$ cat src/rtl/sweep_seq_pkg.sv
package sweep_seq_pkg;
  typedef enum logic [1:0] {ST_IDLE, ST_ISSUE, ST_WAIT, ST_HALT} seqState_t;

  // strobes from control to datapath
  typedef struct packed {
    logic clearCnt;  // latch working config, zero counters
    logic advance;   // measurement finished: emit tag, step counters
    logic driveEn;   // a stage measurement is in flight
  } seqStrobe_t;
endpackage

$ cat src/rtl/sweep_seq_datapath.sv
module sweep_seq_datapath
  import sweep_seq_pkg::*;
#(
  parameter int ADDR_W      = 4,
  parameter int DATA_W      = 16,
  parameter int POINT_W     = 13,
  parameter int STAGE_W     = 3,
  parameter int SETUP_ADDR  = 6,
  parameter int POINTS_ADDR = 1
) (
  input  logic                       clk,
  input  logic                       rstN,
  input  logic                       regWrEn,
  input  logic [ADDR_W-1:0]          regAddr,
  input  logic [DATA_W-1:0]          regWrData,
  input  seqStrobe_t                 strobe,
  output logic                       lastStage,
  output logic                       lastPoint,
  output logic                       haltEach,
  output logic                       zeroPoints,
  output logic                       excite1,
  output logic                       excite2,
  output logic                       resultValid,
  output logic [STAGE_W+POINT_W-1:0] resultTag
);
  localparam int HALT_BIT = DATA_W - 1 - STAGE_W;

  logic [DATA_W-1:0]  setupReg, setupAct;
  logic [POINT_W-1:0] pointsReg, pointsAct;
  logic [STAGE_W-1:0] stageCnt;
  logic [POINT_W-1:0] pointCnt;
  logic [STAGE_W-1:0] lastIdx, p1Idx, p2Idx;

  assign lastIdx = setupAct[DATA_W-1 -: STAGE_W];
  assign p1Idx   = setupAct[2*STAGE_W-1 : STAGE_W];
  assign p2Idx   = setupAct[STAGE_W-1 : 0];
  assign haltEach = setupAct[HALT_BIT];

  assign lastStage  = (stageCnt == lastIdx);
  assign lastPoint  = (pointCnt == pointsAct - POINT_W'(1));
  assign zeroPoints = (pointsReg == '0);

  // port 1 wins when both ports name the same stage
  assign excite1 = strobe.driveEn && (stageCnt == p1Idx);
  assign excite2 = strobe.driveEn && (stageCnt == p2Idx) && !(stageCnt == p1Idx);

  always_ff @(posedge clk) begin
    if (!rstN) begin
      setupReg  <= '0;
      pointsReg <= '0;
    end else if (regWrEn) begin
      if (regAddr == ADDR_W'(SETUP_ADDR))  setupReg  <= regWrData;
      if (regAddr == ADDR_W'(POINTS_ADDR)) pointsReg <= regWrData[POINT_W-1:0];
    end
  end

  always_ff @(posedge clk) begin
    if (!rstN) begin
      setupAct    <= '0;
      pointsAct   <= '0;
      stageCnt    <= '0;
      pointCnt    <= '0;
      resultValid <= 1'b0;
      resultTag   <= '0;
    end else begin
      resultValid <= strobe.advance;
      if (strobe.clearCnt) begin
        setupAct  <= setupReg;
        pointsAct <= pointsReg;
        stageCnt  <= '0;
        pointCnt  <= '0;
      end else if (strobe.advance) begin
        resultTag <= {stageCnt, pointCnt};
        if (lastStage) begin
          stageCnt <= '0;
          pointCnt <= pointCnt + POINT_W'(1);
        end else begin
          stageCnt <= stageCnt + STAGE_W'(1);
        end
      end
    end
  end

  // result strobe never lasts two cycles
  a_r3_valid_single: assert property (@(posedge clk) disable iff (!rstN)
    resultValid |=> !resultValid);
  // a tagged point lies inside the configured range
  a_r3_point_in_range: assert property (@(posedge clk) disable iff (!rstN)
    resultValid |-> (resultTag[POINT_W-1:0] < pointsAct));
  // stage counter never passes the last configured stage
  a_r2_stage_bound: assert property (@(posedge clk) disable iff (!rstN)
    strobe.driveEn |-> (stageCnt <= lastIdx));
endmodule

$ cat src/rtl/sweep_seq_ctrl.sv
module sweep_seq_ctrl
  import sweep_seq_pkg::*;
(
  input  logic       clk,
  input  logic       rstN,
  input  logic       startPulse,
  input  logic       abortPulse,
  input  logic       resumePulse,
  input  logic       measDone,
  input  logic       lastStage,
  input  logic       lastPoint,
  input  logic       haltEach,
  input  logic       zeroPoints,
  output seqStrobe_t strobe,
  output logic       measStart,
  output logic       busy,
  output logic       haltFlag,
  output logic       sweepDone
);
  seqState_t state, nextState;
  logic finalMeas;

  assign finalMeas = lastStage && lastPoint;

  always_comb begin
    nextState       = state;
    strobe          = '0;
    strobe.driveEn  = (state == ST_ISSUE) || (state == ST_WAIT);
    unique case (state)
      ST_IDLE: if (startPulse) begin
        strobe.clearCnt = 1'b1;
        nextState = zeroPoints ? ST_IDLE : ST_ISSUE;
      end
      ST_ISSUE: nextState = ST_WAIT;
      ST_WAIT: if (measDone) begin
        strobe.advance = 1'b1;
        if (finalMeas)     nextState = ST_IDLE;
        else if (haltEach) nextState = ST_HALT;
        else               nextState = ST_ISSUE;
      end
      ST_HALT: if (resumePulse) nextState = ST_ISSUE;
      default: nextState = ST_IDLE;
    endcase
    if (abortPulse && state != ST_IDLE) begin
      nextState      = ST_IDLE;
      strobe.advance = 1'b0;
    end
  end

  always_ff @(posedge clk) begin
    if (!rstN) begin
      state     <= ST_IDLE;
      sweepDone <= 1'b0;
    end else begin
      state <= nextState;
      if (strobe.clearCnt)
        sweepDone <= zeroPoints;
      else if (strobe.advance && finalMeas)
        sweepDone <= 1'b1;
    end
  end

  assign measStart = (state == ST_ISSUE);
  assign busy      = (state != ST_IDLE);
  assign haltFlag  = (state == ST_HALT);

  // request is a single-cycle pulse
  a_r6_start_single: assert property (@(posedge clk) disable iff (!rstN)
    measStart |=> !measStart);
  // abort empties the sweep without completion
  a_r9_abort_idle: assert property (@(posedge clk) disable iff (!rstN)
    (busy && abortPulse) |=> (!busy && !sweepDone));
  // completion only while idle
  a_r7_done_idle: assert property (@(posedge clk) disable iff (!rstN)
    sweepDone |-> !busy);
  // halt holds until resume or abort
  a_r8_halt_hold: assert property (@(posedge clk) disable iff (!rstN)
    (haltFlag && !resumePulse && !abortPulse) |=> haltFlag);
  // start during a running stage keeps the sweep alive
  a_r11_start_ignored: assert property (@(posedge clk) disable iff (!rstN)
    (measStart && startPulse && !abortPulse) |=> busy);
endmodule

$ cat src/rtl/sweep_stage_seq.sv
module sweep_stage_seq
  import sweep_seq_pkg::*;
#(
  parameter int ADDR_W      = 4,
  parameter int DATA_W      = 16,
  parameter int POINT_W     = 13,
  parameter int STAGE_W     = 3,
  parameter int SETUP_ADDR  = 6,
  parameter int POINTS_ADDR = 1
) (
  input  logic                       clk,
  input  logic                       rstN,
  input  logic                       regWrEn,
  input  logic [ADDR_W-1:0]          regAddr,
  input  logic [DATA_W-1:0]          regWrData,
  input  logic                       startPulse,
  input  logic                       abortPulse,
  input  logic                       resumePulse,
  input  logic                       measDone,
  output logic                       measStart,
  output logic                       excitePort1,
  output logic                       excitePort2,
  output logic                       resultValid,
  output logic [STAGE_W+POINT_W-1:0] resultTag,
  output logic                       sweepBusy,
  output logic                       sweepHalted,
  output logic                       sweepDone
);
  seqStrobe_t strobe;
  logic lastStage, lastPoint, haltEach, zeroPoints;

  sweep_seq_ctrl u_ctrl (
    .clk(clk), .rstN(rstN),
    .startPulse(startPulse), .abortPulse(abortPulse),
    .resumePulse(resumePulse), .measDone(measDone),
    .lastStage(lastStage), .lastPoint(lastPoint),
    .haltEach(haltEach), .zeroPoints(zeroPoints),
    .strobe(strobe), .measStart(measStart), .busy(sweepBusy),
    .haltFlag(sweepHalted), .sweepDone(sweepDone)
  );

  sweep_seq_datapath #(
    .ADDR_W(ADDR_W), .DATA_W(DATA_W), .POINT_W(POINT_W),
    .STAGE_W(STAGE_W), .SETUP_ADDR(SETUP_ADDR), .POINTS_ADDR(POINTS_ADDR)
  ) u_dp (
    .clk(clk), .rstN(rstN),
    .regWrEn(regWrEn), .regAddr(regAddr), .regWrData(regWrData),
    .strobe(strobe), .lastStage(lastStage), .lastPoint(lastPoint),
    .haltEach(haltEach), .zeroPoints(zeroPoints),
    .excite1(excitePort1), .excite2(excitePort2),
    .resultValid(resultValid), .resultTag(resultTag)
  );

  // no excitation unless a stage is running
  a_r5_quiet_when_parked: assert property (@(posedge clk) disable iff (!rstN)
    (!sweepBusy || sweepHalted) |-> (!excitePort1 && !excitePort2));
  // never both ports at once
  a_r4_one_port: assert property (@(posedge clk) disable iff (!rstN)
    $onehot0({excitePort1, excitePort2}));
endmodule

$ cat config.mk
export PLATFORM = sky130hd
export DESIGN_NAME = sweep_stage_seq
export DESIGN_NICKNAME = d
export VERILOG_FILES = /design/src/rtl/sweep_seq_pkg.sv /design/src/rtl/sweep_seq_datapath.sv /design/src/rtl/sweep_seq_ctrl.sv /design/src/rtl/sweep_stage_seq.sv
export SDC_FILE = /design/constraint.sdc
export NUM_CORES = 1
export LEC_CHECK = 0
export ABC_AREA = 1
export BUFFER_PORTS_ARGS = -buffer_cell sky130_fd_sc_hd__buf_2
export CAP_MARGIN = 20
export CORE_MARGIN = 10
export CORE_UTILIZATION = 33
export DETAILED_ROUTE_END_ITERATION = 10
export PLACE_DENSITY = 0.57
export SYNTH_ARGS = -nofsm -noshare
export SYNTH_HDL_FRONTEND = slang
export SYNTH_SLANG_ARGS = --single-unit
$ cat constraint.sdc
create_clock -name clk -period 3.7 [get_ports clk]
set_input_delay 0.74 -clock clk [delete_from_list [all_inputs] [get_ports clk]]
set_output_delay 0.74 -clock clk [all_outputs]
set_load 0.02 [all_outputs]
==> results.txt <==
Summed over all cells, the static leakage comes to 1.909 nW. For this run, the post-layout net count is 620. Static timing analysis puts the maximum clock frequency at 416.9 MHz. The flow ran to the end, and the final reports show no timing, DRC or antenna violations. The total power consumption of the routed design is 2.456 mW, and the area added between synthesis and finish is 16.78%. The tightest slew margin relative to the limit was 51.89%; the count of standard-cell rows was 39.

At the worst endpoint, the arrival time is 1660 ps. Measured along the x axis, the die boundary spans 127.9 um. Summed over all nets, the switching power comes to 0.7726 mW.

The post-synthesis share of cell area spent on and, or, nand and nor gates was 27.39%; the post-layout instance count excluding filler cells was 732. The half-perimeter wire length after detailed placement is 7050 um, and the combinational power share is 23.8%. The first global-routing pass estimated 15,960 um of wire. The detail-routed via count per cell was 4.754; the detailed-routing iteration count for the pre-antenna-repair pass was 4.

The clock transition at the registers of the reported paths was 60 ps. Sequential share of the synthesized area: 42.74%. The run gives 1642 um2 as the flip-flop and latch area. Once the clock tree was built, the setup fixing pass inserted 0 buffers.

The tools report the capturing element type of the critical path as a primary output. The detailed router placed 3,480 vias in this run. Measured against the total synthesized area, the mux share comes to 0%.

The share of total power consumed by net switching is 31.46%, and the post-synthesis net count is 577. At the later pin of the worst-skew pair, clock insertion delay measures 340 ps. The worst path needs 2399 ps of the cycle, external delays included.

In this run the vertical extent of the chip is 127.9 um. Synthesis handed over a netlist of 542 instances. The H-tree was split into 3 levels.

The total global routing overflow was 0. The clock net in this run drives a total of 82 sinks. Final number of max-transition violations: 0. Setup violations remaining at the end of the flow were counted as 0.

After Yosys synthesis, full adders, half adders and majority gates account for 2.606% of the synthesized area. Between clock sinks in the finished design, the worst skew comes to 4.895 ps. The internal power of the cells totals 1.683 mW. The critical path is of the reg -> out type.

Largest family of logic cells by synthesized area: simple AND/OR/NAND/NOR gates. The run gives 11,420 um2 as the core box area. Clock tree synthesis selected as its root buffer the cell clkbuf_16. The largest net degree at the start of global routing came out at 50. Post-CTS repair changed the size of 0 cells.

TritonCTS built the clock tree. Setup repair after global routing left no endpoint under its margin. Summing the areas of all compound-gate instances in the mapped netlist gives 15.24% of the synthesized area. Yosys printed 0 warnings. For this run, the total global-route usage over all layers was measured as 11.68%. Routability-driven placement finished with a final weighted congestion of 0.8400. For this design the ratio of total power to cell area is 547.5 nW/um2. The post-route antenna net violation count was 0; the total wire length after detailed routing was 9212 um. The netlist area before placement is 3841 um2. The fraction of final layout cells with drive strength greater than 1 came out at 13.58%.

The quantity of hold-fixing buffers added after cts was 0. The clock passes through at most 2 buffers. The worst path uses 64.83% of the clock period.

The final-report hold violation count is 0, and the number of filler cells placed in the layout is 1,199. Startpoint type of the worst setup path: a register. The logs give 0 for the initial antenna violation count and 717 for the number of placed instances, taps included.

The number of different library cells used by synthesis comes to 37. The tightest hold path in the finished design has a slack of 457.3 ps. The number of antenna diodes in the final layout is 0. The path class of the tightest hold or removal check is reg -> reg. The initial utilization of the core area, before any placement, comes to 33.64%.

The routed wirelength normalized by instance count is 12.58 um, and the area taken by multi-input logic gates is 1887 um2. In the final timing run, aggregate negative setup slack is 0 ps. After synthesis, the mean cell area works out to 7.087 um2. Registers are responsible for 40.7% of the overall power. The number of DRC markers after the initial detailed-route iteration is 173, and the boundary pin count is 50. The critical path data required time is 2960 ps, and the post-synthesis sequential element count is 82. Input and output buffers added on the ports amount to 49. For the maximum resistive drop on vdd, the log shows 0.0002523 V. Residual DRC count: 0. The worst-margin pin slew was 719.5 ps. The via count of the first global-routing pass is 3,445, and the clock group share of total power is 35.5%. Across the run, the number of max-cap violations was 0.

Along the worst path, the maximum fanout reaches 4. The post-synthesis share of cell area spent on xor and xnor gates is 3.876%, and the area of the die is 16,360 um2. The number of buffers created by CTS is 9.
==> cells by family (layout without fill, tap and decap cells) <==
family	count (synthesis)	in the layout
DFF	82	82
AOI/OAI and AO/OA	115	115
buffers and inverters	80	127
xor gates and xnor gates	17	17
and+or+nand+nor	240	240
adders and majority gates	8	8
==> cells in the mapped netlist, drive strengths merged <==
| cell type | count | area, um2 |
|---|---|---|
| nand2 | 95 | 359.1 |
| nor4 | 2 | 12.51 |
| clkinv | 3 | 11.26 |
| and3 | 1 | 6.260 |
| nor3b | 1 | 12.51 |
| buf | 4 | 23.77 |
| nor2 | 89 | 352.8 |
| nand4 | 6 | 43.79 |
| nand3b | 2 | 15.01 |
| inv | 58 | 220.2 |
| a211oi | 1 | 7.510 |
| o21ai | 58 | 290.3 |
| clkbuf | 15 | 57.55 |
| or2 | 1 | 6.260 |
| nor3 | 10 | 61.31 |
| a31oi | 2 | 12.51 |
| dfxtp | 82 | 1642 |
| nand3 | 33 | 182.7 |
| ha | 8 | 100.1 |
| xnor2 | 13 | 113.9 |
| o22ai | 1 | 6.260 |
| a21oi | 53 | 269.0 |
| xor2 | 4 | 35.03 |
==> path summary, 6_finish.rpt <==
| check | startpoint | endpoint | slack (ps) | depth (start not counted) |
|---|---|---|---|---|
| setup / recovery | u_ctrl.state[0]$_SDFFE_PP0P_ | excitePort2 | 1300 | 7 |
| hold / removal | u_dp.resultTag[5]$_SDFFE_PN0P_ | u_dp.resultTag[5]$_SDFFE_PN0P_ | 460 | 2 |
| setup reg to reg | u_ctrl.state[0]$_SDFFE_PP0P_ | u_dp.pointCnt[9]$_SDFFE_PP0P_ | 1370 | 7 |
| hold reg to reg | u_dp.resultTag[5]$_SDFFE_PN0P_ | u_dp.resultTag[5]$_SDFFE_PN0P_ | 460 | 2 |
==> per-layer routing <==
metal  GRT usage (%)  wire length [um]
met4           3.576               136
met5               0                 0
met3           3.763               487
met1           14.77              4534
met2           18.46              4053
==> area by class of cell <==
class | count | area share [%]
Clock buffer | 12 | 5.495
Clock inverter | 3 | 0.8926
Inverter | 61 | 5.160
Multi-Input combinational cell | 380 | 42.06
Sequential cell | 82 | 36.60
Tap cell | 143 | 3.989
Timing Repair Buffer | 51 | 5.802
==> state kept, by name (all words and copies together), names as in the netlist <==
| signal | count |
|---|---|
| u_dp.setupReg | 10 |
| u_dp.pointsAct | 13 |
| u_dp.stageCnt | 3 |
| u_dp.resultTag | 16 |
| u_dp.pointsReg | 13 |
| u_dp.resultValid | 1 |
| u_dp.setupAct | 10 |
| u_ctrl.state | 2 |
| u_dp.pointCnt | 13 |
| u_ctrl.sweepDone | 1 |
==> metrics by stage <==
stage / cell area (um2) / setup WS (ps) / utilization, %
3_3_place_gp: 4199 / 1237 / 36.77
6_report: 4486 / 1301 / 39.28
2_1_floorplan: 3841 / 1850 / -
4_1_cts: 4486 / 1303 / 39.28
3_5_place_dp: 4199 / 1200 / 36.77
5_1_grt: 4486 / 1092 / 39.28
==> power groups by stage <==
stage               clock network, mW  logic [mW]  registers, mW
global route                    0.927       0.686           1.01
floorplan                           0       0.458           1.01
finish                          0.873       0.585          0.998
global placement                    0       0.582           1.02
detailed placement                  0       0.590           1.02
CTS                             0.889       0.592          0.998
==> worst max-delay path: stages, from the launching register on <==
cell and delay [ps]:
dfxtp_1 380, inv_1 110, ha_1 290, inv_1 50, a21oi_1 110, nand4_1 150, inv_1 80, buf_2 160
==> cells in the final DEF, fill, tap and decap left out, drive strengths merged <==
cell    instances
nand2          95
nor2           89
dfxtp          82
o21ai          58
inv            58
a21oi          53
buf            51
nand3          33
xnor2          13
clkbuf         12
nor3           10
ha              8
nand4           6
clkinv          5
xor2            4
nand3b          2
nor4            2
a31oi           2
o22ai           1
and3            1
nor3b           1
or2             1
a211oi          1
bufinv          1
Note: power is estimated with default switching activity, not from simulation.
